**config.mk**
```make
export PLATFORM = sky130hd
export DESIGN_NAME = qdac_spi_regif
export DESIGN_NICKNAME = d
export VERILOG_FILES = /design/src/rtl/qdac_pkg.sv /design/src/rtl/qdac_spi_frontend.sv /design/src/rtl/qdac_cmd_decode.sv /design/src/rtl/qdac_regfile.sv /design/src/rtl/qdac_spi_regif.sv
export SDC_FILE = /design/constraint.sdc
export NUM_CORES = 1
export LEC_CHECK = 0
export ABC_AREA = 1
export BUFFER_PORTS_ARGS = -buffer_cell sky130_fd_sc_hd__buf_2
export CAP_MARGIN = 40
export CORE_MARGIN = 8
export CORE_UTILIZATION = 40
export DETAILED_ROUTE_END_ITERATION = 16
export SYNTH_ARGS = -nofsm -noshare
export SYNTH_HDL_FRONTEND = slang
export SYNTH_HIERARCHICAL = 1
export SYNTH_SLANG_ARGS = --single-unit
```
**constraint.sdc**
```tcl
create_clock -name clk -period 2.2 [get_ports clk]
set_clock_uncertainty 0.1 [all_clocks]
set_input_delay 0.11 -clock clk [delete_from_list [all_inputs] [get_ports clk]]
set_output_delay 0.11 -clock clk [all_outputs]
set_load 0.02 [all_outputs]
```
**src/rtl/qdac_pkg.sv**
```systemverilog
package qdac_pkg;

    localparam int FRAME_W = 24;
    localparam int WORD_W  = 16;
    localparam int ADDR_W  = 5;
    localparam int CH_W    = 2;
    localparam int SUB_W   = 3;
    localparam int DACC_W  = 9;
    localparam int SLEW_W  = 13;
    localparam int MAIN_W  = 13;
    localparam int DCDC_W  = 7;
    localparam int PAD_W   = FRAME_W - WORD_W;

    // Bit of the DAC control field that enables the output (reported in status)
    localparam int DACC_OUT_EN = 6;

    localparam logic [WORD_W-1:0]  GAIN_RST  = 16'hFFFF;
    localparam logic [WORD_W-1:0]  OFFS_RST  = 16'h8000;
    localparam logic [FRAME_W-1:0] NOOP_WORD = 24'h1CE000;

    // Control sub-register selectors (data bits 15:13)
    localparam logic [SUB_W-1:0] SUB_SLEW = 3'd0;
    localparam logic [SUB_W-1:0] SUB_MAIN = 3'd1;
    localparam logic [SUB_W-1:0] SUB_DACC = 3'd2;
    localparam logic [SUB_W-1:0] SUB_DCDC = 3'd3;

    typedef enum logic [2:0] {
        WK_NONE,
        WK_CODE,
        WK_GAIN,
        WK_OFFS,
        WK_CTRL
    } wkind_e;

    typedef enum logic [3:0] {
        RK_ZERO,
        RK_CODE,
        RK_CTRL,
        RK_GAIN,
        RK_OFFS,
        RK_SLEW,
        RK_STAT,
        RK_MAIN,
        RK_DCDC
    } rkind_e;

    typedef struct packed {
        logic              rd;
        logic [1:0]        rsvd;
        logic [ADDR_W-1:0] addr;
        logic [WORD_W-1:0] data;
    } frame_t;

    typedef struct packed {
        wkind_e            kind;
        logic [CH_W-1:0]   ch;
        logic [SUB_W-1:0]  sub;
        logic [WORD_W-1:0] data;
    } wr_op_t;

    typedef struct packed {
        rkind_e          kind;
        logic [CH_W-1:0] ch;
        logic            per_ch;
    } rd_op_t;

    function automatic wr_op_t decode_wr(input logic [ADDR_W-1:0] a,
                                         input logic [WORD_W-1:0] d);
        wr_op_t w;
        w.ch   = a[CH_W-1:0];
        w.sub  = d[WORD_W-1 -: SUB_W];
        w.data = d;
        case (a[ADDR_W-1:CH_W])
            3'b000:  w.kind = WK_CODE;
            3'b010:  w.kind = WK_GAIN;
            3'b100:  w.kind = WK_OFFS;
            3'b111:  w.kind = WK_CTRL;
            default: w.kind = WK_NONE;
        endcase
        return w;
    endfunction

    function automatic rd_op_t decode_rd(input logic [ADDR_W-1:0] a);
        rd_op_t r;
        r.ch     = a[CH_W-1:0];
        r.per_ch = 1'b1;
        case (a[ADDR_W-1:CH_W])
            3'b000:  r.kind = RK_CODE;
            3'b001:  r.kind = RK_CTRL;
            3'b010:  r.kind = RK_GAIN;
            3'b011:  r.kind = RK_OFFS;
            3'b101:  r.kind = RK_SLEW;
            3'b110: begin
                r.per_ch = 1'b0;
                case (a[CH_W-1:0])
                    2'd0:    r.kind = RK_STAT;
                    2'd1:    r.kind = RK_MAIN;
                    2'd2:    r.kind = RK_DCDC;
                    default: r.kind = RK_ZERO;
                endcase
            end
            default: r.kind = RK_ZERO;
        endcase
        return r;
    endfunction

endpackage

```
**src/rtl/qdac_spi_frontend.sv**
```systemverilog
module qdac_spi_frontend
    import qdac_pkg::*;
#(
    parameter int SYNC_STAGES = 2
) (
    input  logic               clk,
    input  logic               rst,
    input  logic               spi_sclk,
    input  logic               spi_cs_n,
    input  logic               spi_mosi,
    input  logic [FRAME_W-1:0] tx_word,
    output logic               spi_miso,
    output logic               spi_miso_oe,
    output logic               frame_start,
    output logic               frame_vld,
    output logic [FRAME_W-1:0] frame_word
);

    localparam int CNT_W = $clog2(FRAME_W + 2);
    localparam logic [CNT_W-1:0] CNT_FULL = CNT_W'(FRAME_W);
    localparam logic [CNT_W-1:0] CNT_MAX  = '1;

    logic [SYNC_STAGES-1:0] cs_pipe;
    logic [SYNC_STAGES-1:0] sclk_pipe;
    logic [SYNC_STAGES-1:0] mosi_pipe;
    logic cs_s, sclk_s, mosi_s;
    logic cs_d, sclk_d;
    logic cs_fall, cs_rise, sclk_rise, sclk_fall, active;

    logic [FRAME_W-1:0] rx_sh;
    logic [FRAME_W-1:0] tx_sh;
    logic [CNT_W-1:0]   bit_cnt;

    // Pin synchronizers into the system clock domain
    always_ff @(posedge clk) begin
        if (rst) begin
            cs_pipe   <= '1;
            sclk_pipe <= '0;
            mosi_pipe <= '0;
            cs_d      <= 1'b1;
            sclk_d    <= 1'b0;
        end else begin
            cs_pipe   <= {cs_pipe[SYNC_STAGES-2:0], spi_cs_n};
            sclk_pipe <= {sclk_pipe[SYNC_STAGES-2:0], spi_sclk};
            mosi_pipe <= {mosi_pipe[SYNC_STAGES-2:0], spi_mosi};
            cs_d      <= cs_s;
            sclk_d    <= sclk_s;
        end
    end

    assign cs_s      = cs_pipe[SYNC_STAGES-1];
    assign sclk_s    = sclk_pipe[SYNC_STAGES-1];
    assign mosi_s    = mosi_pipe[SYNC_STAGES-1];
    assign active    = ~cs_s;
    assign cs_fall   = cs_d & ~cs_s;
    assign cs_rise   = ~cs_d & cs_s;
    assign sclk_rise = ~sclk_d & sclk_s;
    assign sclk_fall = sclk_d & ~sclk_s;

    // Shift registers, bit counter and frame commit
    always_ff @(posedge clk) begin
        if (rst) begin
            rx_sh      <= '0;
            tx_sh      <= '0;
            bit_cnt    <= '0;
            frame_vld  <= 1'b0;
            frame_word <= '0;
        end else begin
            frame_vld <= 1'b0;
            if (cs_fall) begin
                rx_sh   <= '0;
                tx_sh   <= tx_word;
                bit_cnt <= '0;
            end else if (active && sclk_rise) begin
                rx_sh <= {rx_sh[FRAME_W-2:0], mosi_s};
                if (bit_cnt != CNT_MAX) begin
                    bit_cnt <= bit_cnt + 1'b1;
                end
            end else if (active && sclk_fall) begin
                tx_sh <= {tx_sh[FRAME_W-2:0], 1'b0};
            end
            if (cs_rise) begin
                frame_vld  <= (bit_cnt == CNT_FULL);
                frame_word <= rx_sh;
            end
        end
    end

    assign frame_start = cs_fall;
    assign spi_miso_oe = active;
    assign spi_miso    = active & tx_sh[FRAME_W-1];

endmodule

```
**src/rtl/qdac_cmd_decode.sv**
```systemverilog
module qdac_cmd_decode
    import qdac_pkg::*;
#(
    parameter int NCH = 4
) (
    input  logic [FRAME_W-1:0] frame_word,
    output logic               is_rd,
    output wr_op_t             wr,
    output rd_op_t             rd
);

    frame_t f;
    logic   unused_rsvd;

    assign f           = frame_t'(frame_word);
    assign unused_rsvd = ^f.rsvd;

    always_comb begin
        is_rd = f.rd;
        wr    = decode_wr(f.addr, f.data);
        rd    = decode_rd(f.addr);
        // Channels beyond the instantiated count behave as unmapped
        if (int'(wr.ch) >= NCH) begin
            wr.kind = WK_NONE;
        end
        if (rd.per_ch && int'(rd.ch) >= NCH) begin
            rd.kind = RK_ZERO;
        end
    end

endmodule

```
**src/rtl/qdac_regfile.sv**
```systemverilog
module qdac_regfile
    import qdac_pkg::*;
#(
    parameter int NCH = 4
) (
    input  logic                          clk,
    input  logic                          rst,
    input  logic                          frame_start,
    input  logic                          frame_vld,
    input  logic                          is_rd,
    input  wr_op_t                        wr,
    input  rd_op_t                        rd,
    output logic [NCH-1:0][WORD_W-1:0]    code_q,
    output logic [NCH-1:0][WORD_W-1:0]    gain_q,
    output logic [NCH-1:0][WORD_W-1:0]    offs_q,
    output logic [NCH-1:0][DACC_W-1:0]    dacc_q,
    output logic [NCH-1:0][SLEW_W-1:0]    slew_q,
    output logic [MAIN_W-1:0]             main_q,
    output logic [DCDC_W-1:0]             dcdc_q,
    output logic [FRAME_W-1:0]            reply_word
);

    logic              wr_en, rd_en;
    logic [WORD_W-1:0] rd_val;
    logic [WORD_W-1:0] rd_buf;
    logic              rd_pend;
    logic [NCH-1:0]    oe_bits;

    assign wr_en = frame_vld & ~is_rd;
    assign rd_en = frame_vld & is_rd;

    // Per-channel register banks
    for (genvar c = 0; c < NCH; c++) begin : g_ch
        logic sel;
        assign sel = wr_en && (wr.ch == CH_W'(c));

        always_ff @(posedge clk) begin
            if (rst) begin
                code_q[c] <= '0;
                gain_q[c] <= GAIN_RST;
                offs_q[c] <= OFFS_RST;
                dacc_q[c] <= '0;
                slew_q[c] <= '0;
            end else if (sel) begin
                case (wr.kind)
                    WK_CODE: code_q[c] <= wr.data;
                    WK_GAIN: gain_q[c] <= wr.data;
                    WK_OFFS: offs_q[c] <= wr.data;
                    WK_CTRL: begin
                        if (wr.sub == SUB_SLEW) slew_q[c] <= wr.data[SLEW_W-1:0];
                        if (wr.sub == SUB_DACC) dacc_q[c] <= wr.data[DACC_W-1:0];
                    end
                    default: ;
                endcase
            end
        end

        assign oe_bits[c] = dacc_q[c][DACC_OUT_EN];
    end

    // Shared control fields; the channel field of the address plays no part
    always_ff @(posedge clk) begin
        if (rst) begin
            main_q <= '0;
            dcdc_q <= '0;
        end else if (wr_en && wr.kind == WK_CTRL) begin
            if (wr.sub == SUB_MAIN) main_q <= wr.data[MAIN_W-1:0];
            if (wr.sub == SUB_DCDC) dcdc_q <= wr.data[DCDC_W-1:0];
        end
    end

    // Readback selection
    always_comb begin
        rd_val = '0;
        case (rd.kind)
            RK_CODE: rd_val = code_q[rd.ch];
            RK_CTRL: rd_val = WORD_W'(dacc_q[rd.ch]);
            RK_GAIN: rd_val = gain_q[rd.ch];
            RK_OFFS: rd_val = offs_q[rd.ch];
            RK_SLEW: rd_val = WORD_W'(slew_q[rd.ch]);
            RK_STAT: rd_val = WORD_W'(oe_bits);
            RK_MAIN: rd_val = WORD_W'(main_q);
            RK_DCDC: rd_val = WORD_W'(dcdc_q);
            default: rd_val = '0;
        endcase
    end

    // One-frame reply buffer: captured at commit, consumed by the next frame
    always_ff @(posedge clk) begin
        if (rst) begin
            rd_buf  <= '0;
            rd_pend <= 1'b0;
        end else if (rd_en) begin
            rd_buf  <= rd_val;
            rd_pend <= 1'b1;
        end else if (frame_start) begin
            rd_pend <= 1'b0;
        end
    end

    assign reply_word = rd_pend ? {PAD_W'(0), rd_buf} : '0;

endmodule

```
**src/rtl/qdac_spi_regif.sv**
```systemverilog
module qdac_spi_regif
    import qdac_pkg::*;
#(
    parameter int NCH         = 4,
    parameter int SYNC_STAGES = 2
) (
    input  logic                    clk,
    input  logic                    rst,
    input  logic                    spi_sclk,
    input  logic                    spi_cs_n,
    input  logic                    spi_mosi,
    output logic                    spi_miso,
    output logic                    spi_miso_oe,
    output logic [NCH*WORD_W-1:0]   dac_code,
    output logic [NCH*WORD_W-1:0]   dac_gain,
    output logic [NCH*WORD_W-1:0]   dac_offset,
    output logic [NCH*DACC_W-1:0]   dac_ctrl,
    output logic [NCH*SLEW_W-1:0]   slew_cfg,
    output logic [MAIN_W-1:0]       main_cfg,
    output logic [DCDC_W-1:0]       dcdc_cfg
);

    logic               frame_start;
    logic               frame_vld;
    logic [FRAME_W-1:0] frame_word;
    logic [FRAME_W-1:0] reply_word;
    logic               is_rd;
    wr_op_t             wr;
    rd_op_t             rd;

    logic [NCH-1:0][WORD_W-1:0] code_q, gain_q, offs_q;
    logic [NCH-1:0][DACC_W-1:0] dacc_q;
    logic [NCH-1:0][SLEW_W-1:0] slew_q;

    qdac_spi_frontend #(
        .SYNC_STAGES (SYNC_STAGES)
    ) u_front (
        .clk         (clk),
        .rst         (rst),
        .spi_sclk    (spi_sclk),
        .spi_cs_n    (spi_cs_n),
        .spi_mosi    (spi_mosi),
        .tx_word     (reply_word),
        .spi_miso    (spi_miso),
        .spi_miso_oe (spi_miso_oe),
        .frame_start (frame_start),
        .frame_vld   (frame_vld),
        .frame_word  (frame_word)
    );

    qdac_cmd_decode #(
        .NCH (NCH)
    ) u_dec (
        .frame_word (frame_word),
        .is_rd      (is_rd),
        .wr         (wr),
        .rd         (rd)
    );

    qdac_regfile #(
        .NCH (NCH)
    ) u_regs (
        .clk         (clk),
        .rst         (rst),
        .frame_start (frame_start),
        .frame_vld   (frame_vld),
        .is_rd       (is_rd),
        .wr          (wr),
        .rd          (rd),
        .code_q      (code_q),
        .gain_q      (gain_q),
        .offs_q      (offs_q),
        .dacc_q      (dacc_q),
        .slew_q      (slew_q),
        .main_q      (main_cfg),
        .dcdc_q      (dcdc_cfg),
        .reply_word  (reply_word)
    );

    assign dac_code   = code_q;
    assign dac_gain   = gain_q;
    assign dac_offset = offs_q;
    assign dac_ctrl   = dacc_q;
    assign slew_cfg   = slew_q;

endmodule

```
==> metrics.txt <==
outcome=finished, final reports clean; synth warn=6; Avg Vias per Cell=5.27; layout cells sized above 1=18.9%; Hold Crit Class=register to register; PD cells=705 nW/µm²; Switch Pwr=3.70 mW; CP Max Fanout=25; Leak Pwr=10.4 nW; Final Critical Period=2140 ps; clock sink total=401; Net Sw Frac=23.7%; die width=229 µm; detailed placement HPWL=53,400 µm; Final Hold Fails=0; Worst path depth=12; TritonCTS clock tree=yes; crit path buf inv count=5; Initial Util=40.3%; vias in the first global route=17,248; Post-Syn Area=18,200 µm²; Clock Tree Buf Depth=3; via count=18,763; Power Internal=11.9 mW; routed len/inst=21.0 µm; Die Ht=229 µm; Pins Over Slew Limit=0; Mapped Cells=2,673; total grt overflow=0; GPL Wtd Cong=0.901; overall power=15.6 mW; Fmax=0.467 GHz; clock share of power=47.5%; crit path DAT=2530 ps; Largest stage delay, worst path=360 ps; Diodes inserted=0; Slew @ Worst Pin=692 ps; post-route cell area=22,100 µm²; H-Tree Depth=2; drc violations=0; clk slew on worst S/H paths=60 ps; clock insertion delay at the later pin of the skew report=570 ps; worst hold start=u_front/sclk_pipe[0]; I/O Buffers=306; largest net degree at the start of global routing=78; critical path capture point type=register; worst setup path end=u_regs/gain_q[33]; Die Area=52,700 µm²; root buffer cell=clkbuf_16; reg-to-reg endpoint=u_regs/gain_q[33]; CP startpoint=u_front/frame_word[19]; unrepaired setup endpoints after global routing=true; mean area per synthesized cell=6.82 µm²; row count=78; Period Utilization, post-route=97.4%; MaxCap Viol Count=0; crit-path leading delay family=buffers and inverters; TritonCTS buffer count=44; I/O pin total=307; Seq pwr share=47.0%; antenna violations before repair=1; layout overhead on the synthesized area=21.5%; Finished Core Util=49.0%; startpoint types=register; max_slew headroom=53.8%; Nets=2,936; CP required=2590 ps; CP cell instances=nand2_2, nand2_1, a21oi_1, inv_1, nor3_1, buf_4, inv_1, buf_4, nor2_2, buf_12, nand2_1, o211ai_1; CP Class=register to register; initial DRC count=1,966; worst r2r path cells=12; DRT antenna net count=0; DRT Pass-1 Iters=5; # setup viols final=0; peak supply drop=0.390 mV; setup slack, reg-to-reg=60 ps; gr usage total=27.0%; slowest stage cell, crit path=dfxtp_4; WL final=74,800 µm; first-pass GRT wire length=111,000 µm; Reg-to-Reg Start=u_front/frame_word[19]; combinational fraction of design power=5.5%; Cell Area, Placed=20,300 µm²; Core Region=45,200 µm²
==> sequential cells by signal, summed over array words and instances (netlist names), 2 cells and up <==
signal / flops
u_regs/dacc_q: 36
u_front/tx_sh: 24
u_regs/slew_q: 52
u_front/sclk_pipe: 2
u_regs/dcdc_q: 7
u_regs/code_q: 64
u_regs/rd_buf: 16
u_front/bit_cnt: 5
u_regs/gain_q: 64
u_regs/offs_q: 64
u_front/cs_pipe: 2
u_front/frame_word: 22
u_front/rx_sh: 24
u_regs/main_q: 13
u_front/mosi_pipe: 2
==> metal layers <==
layer  global-route usage (%)  share of wire, %
met1                     38.0                45
met4                     7.41               2.5
met2                     41.9                44
met5                        0                 0
met3                     4.70               8.4
==> worst reg2reg max path, cell delays in order (launching register included) <==
cell and delay, ps:
dfxtp_4 360, nand2_2 80, nand2_1 70, a21oi_1 190, inv_1 110, nor3_1 220
buf_4 180, inv_1 50, buf_4 150, nor2_2 170, buf_12 210, nand2_1 80
o211ai_1 90
==> worst min-delay path by stage <==
| stage | end | slack (ps) | cells after the start |
|---|---|---|---|
| finish | u_front/sclk_pipe[1] | 300 | 2 |
| global route | u_front/cs_pipe[1] | 320 | 1 |
| CTS | u_front/cs_pipe[1] | 310 | 1 |
| detailed placement | u_front/cs_pipe[0] | 200 | 2 |
| global placement | u_front/cs_pipe[0] | 190 | 2 |
| floorplan | u_front/cs_pipe[0] | 110 | 1 |
==> power by group through the flow <==
stage	logic [mW]	registers, mW	clock network (mW)
floorplan	0.556	7.48	0
global placement	0.787	7.50	0
detailed placement	0.791	7.50	0
CTS	0.809	7.34	7.49
global route	0.930	7.34	7.80
finish	0.856	7.34	7.42
==> layout make-up <==
cell class | instances | area (µm²)
clock inverters | 8 | 115
repair buffers | 416 | 2680
fillers | 4533 | 23000
multi-input cells | 1779 | 8160
clock buffers | 68 | 1290
flip-flops and latches | 401 | 8040
inverters | 286 | 1100
well taps | 600 | 751
==> per-stage QoR <==
| stage | TNS, ps | setup WS, ps | cells | hold WS (ps) |
|---|---|---|---|---|
| 2_1_floorplan | 0 | 335 | 2680 | 114 |
| 3_3_place_gp | -1990 | -294 | 3459 | 193 |
| 3_5_place_dp | -1550 | -293 | 3460 | 200 |
| 4_1_cts | 0 | 2.89 | 3546 | 306 |
| 5_1_grt | -127 | -26.6 | 3558 | 318 |
| 6_report | 0 | 56.5 | 3558 | 304 |
==> placed cells by master, fill, tap and decap left out, types with 2 or more instances in the layout <==
cell and count:
or2_2 2, nand3_1 159, nor3_1 5, buf_2 306, clkbuf_1 15, inv_4 5
clkinv_2 6, bufinv_16 3, inv_1 258, dfxtp_1 396, inv_2 18, buf_12 20
nand3_4 3, o21ai_0 282, clkbuf_16 47, buf_4 75, nand2_2 5, ha_1 3
nor2_2 18, buf_6 6, nand2_1 656, dfxtp_4 4, nand4_4 2, o21ai_1 11
clkinvlp_4 2, a21boi_0 2, conb_1 8, dlygate4sd3_1 7, clkbuf_8 8, nor2_4 12
nand4_1 3, a21oi_1 207, o211ai_1 67, a21oi_4 4, nand2_4 3, nand3_2 4
nor2_1 318
==> repair_timing <==
action / in CTS / in global routing
setup buffers: 3 / 10
pin swaps: 0 / 3
gates cloned: 0 / 2
gates resized for setup: 16 / 47
hold buffers: 7 / 0
endpoints found under the hold margin: 8 / 0
setup endpoints to repair: 56 / 234
Power figures use the tool's default switching activity.
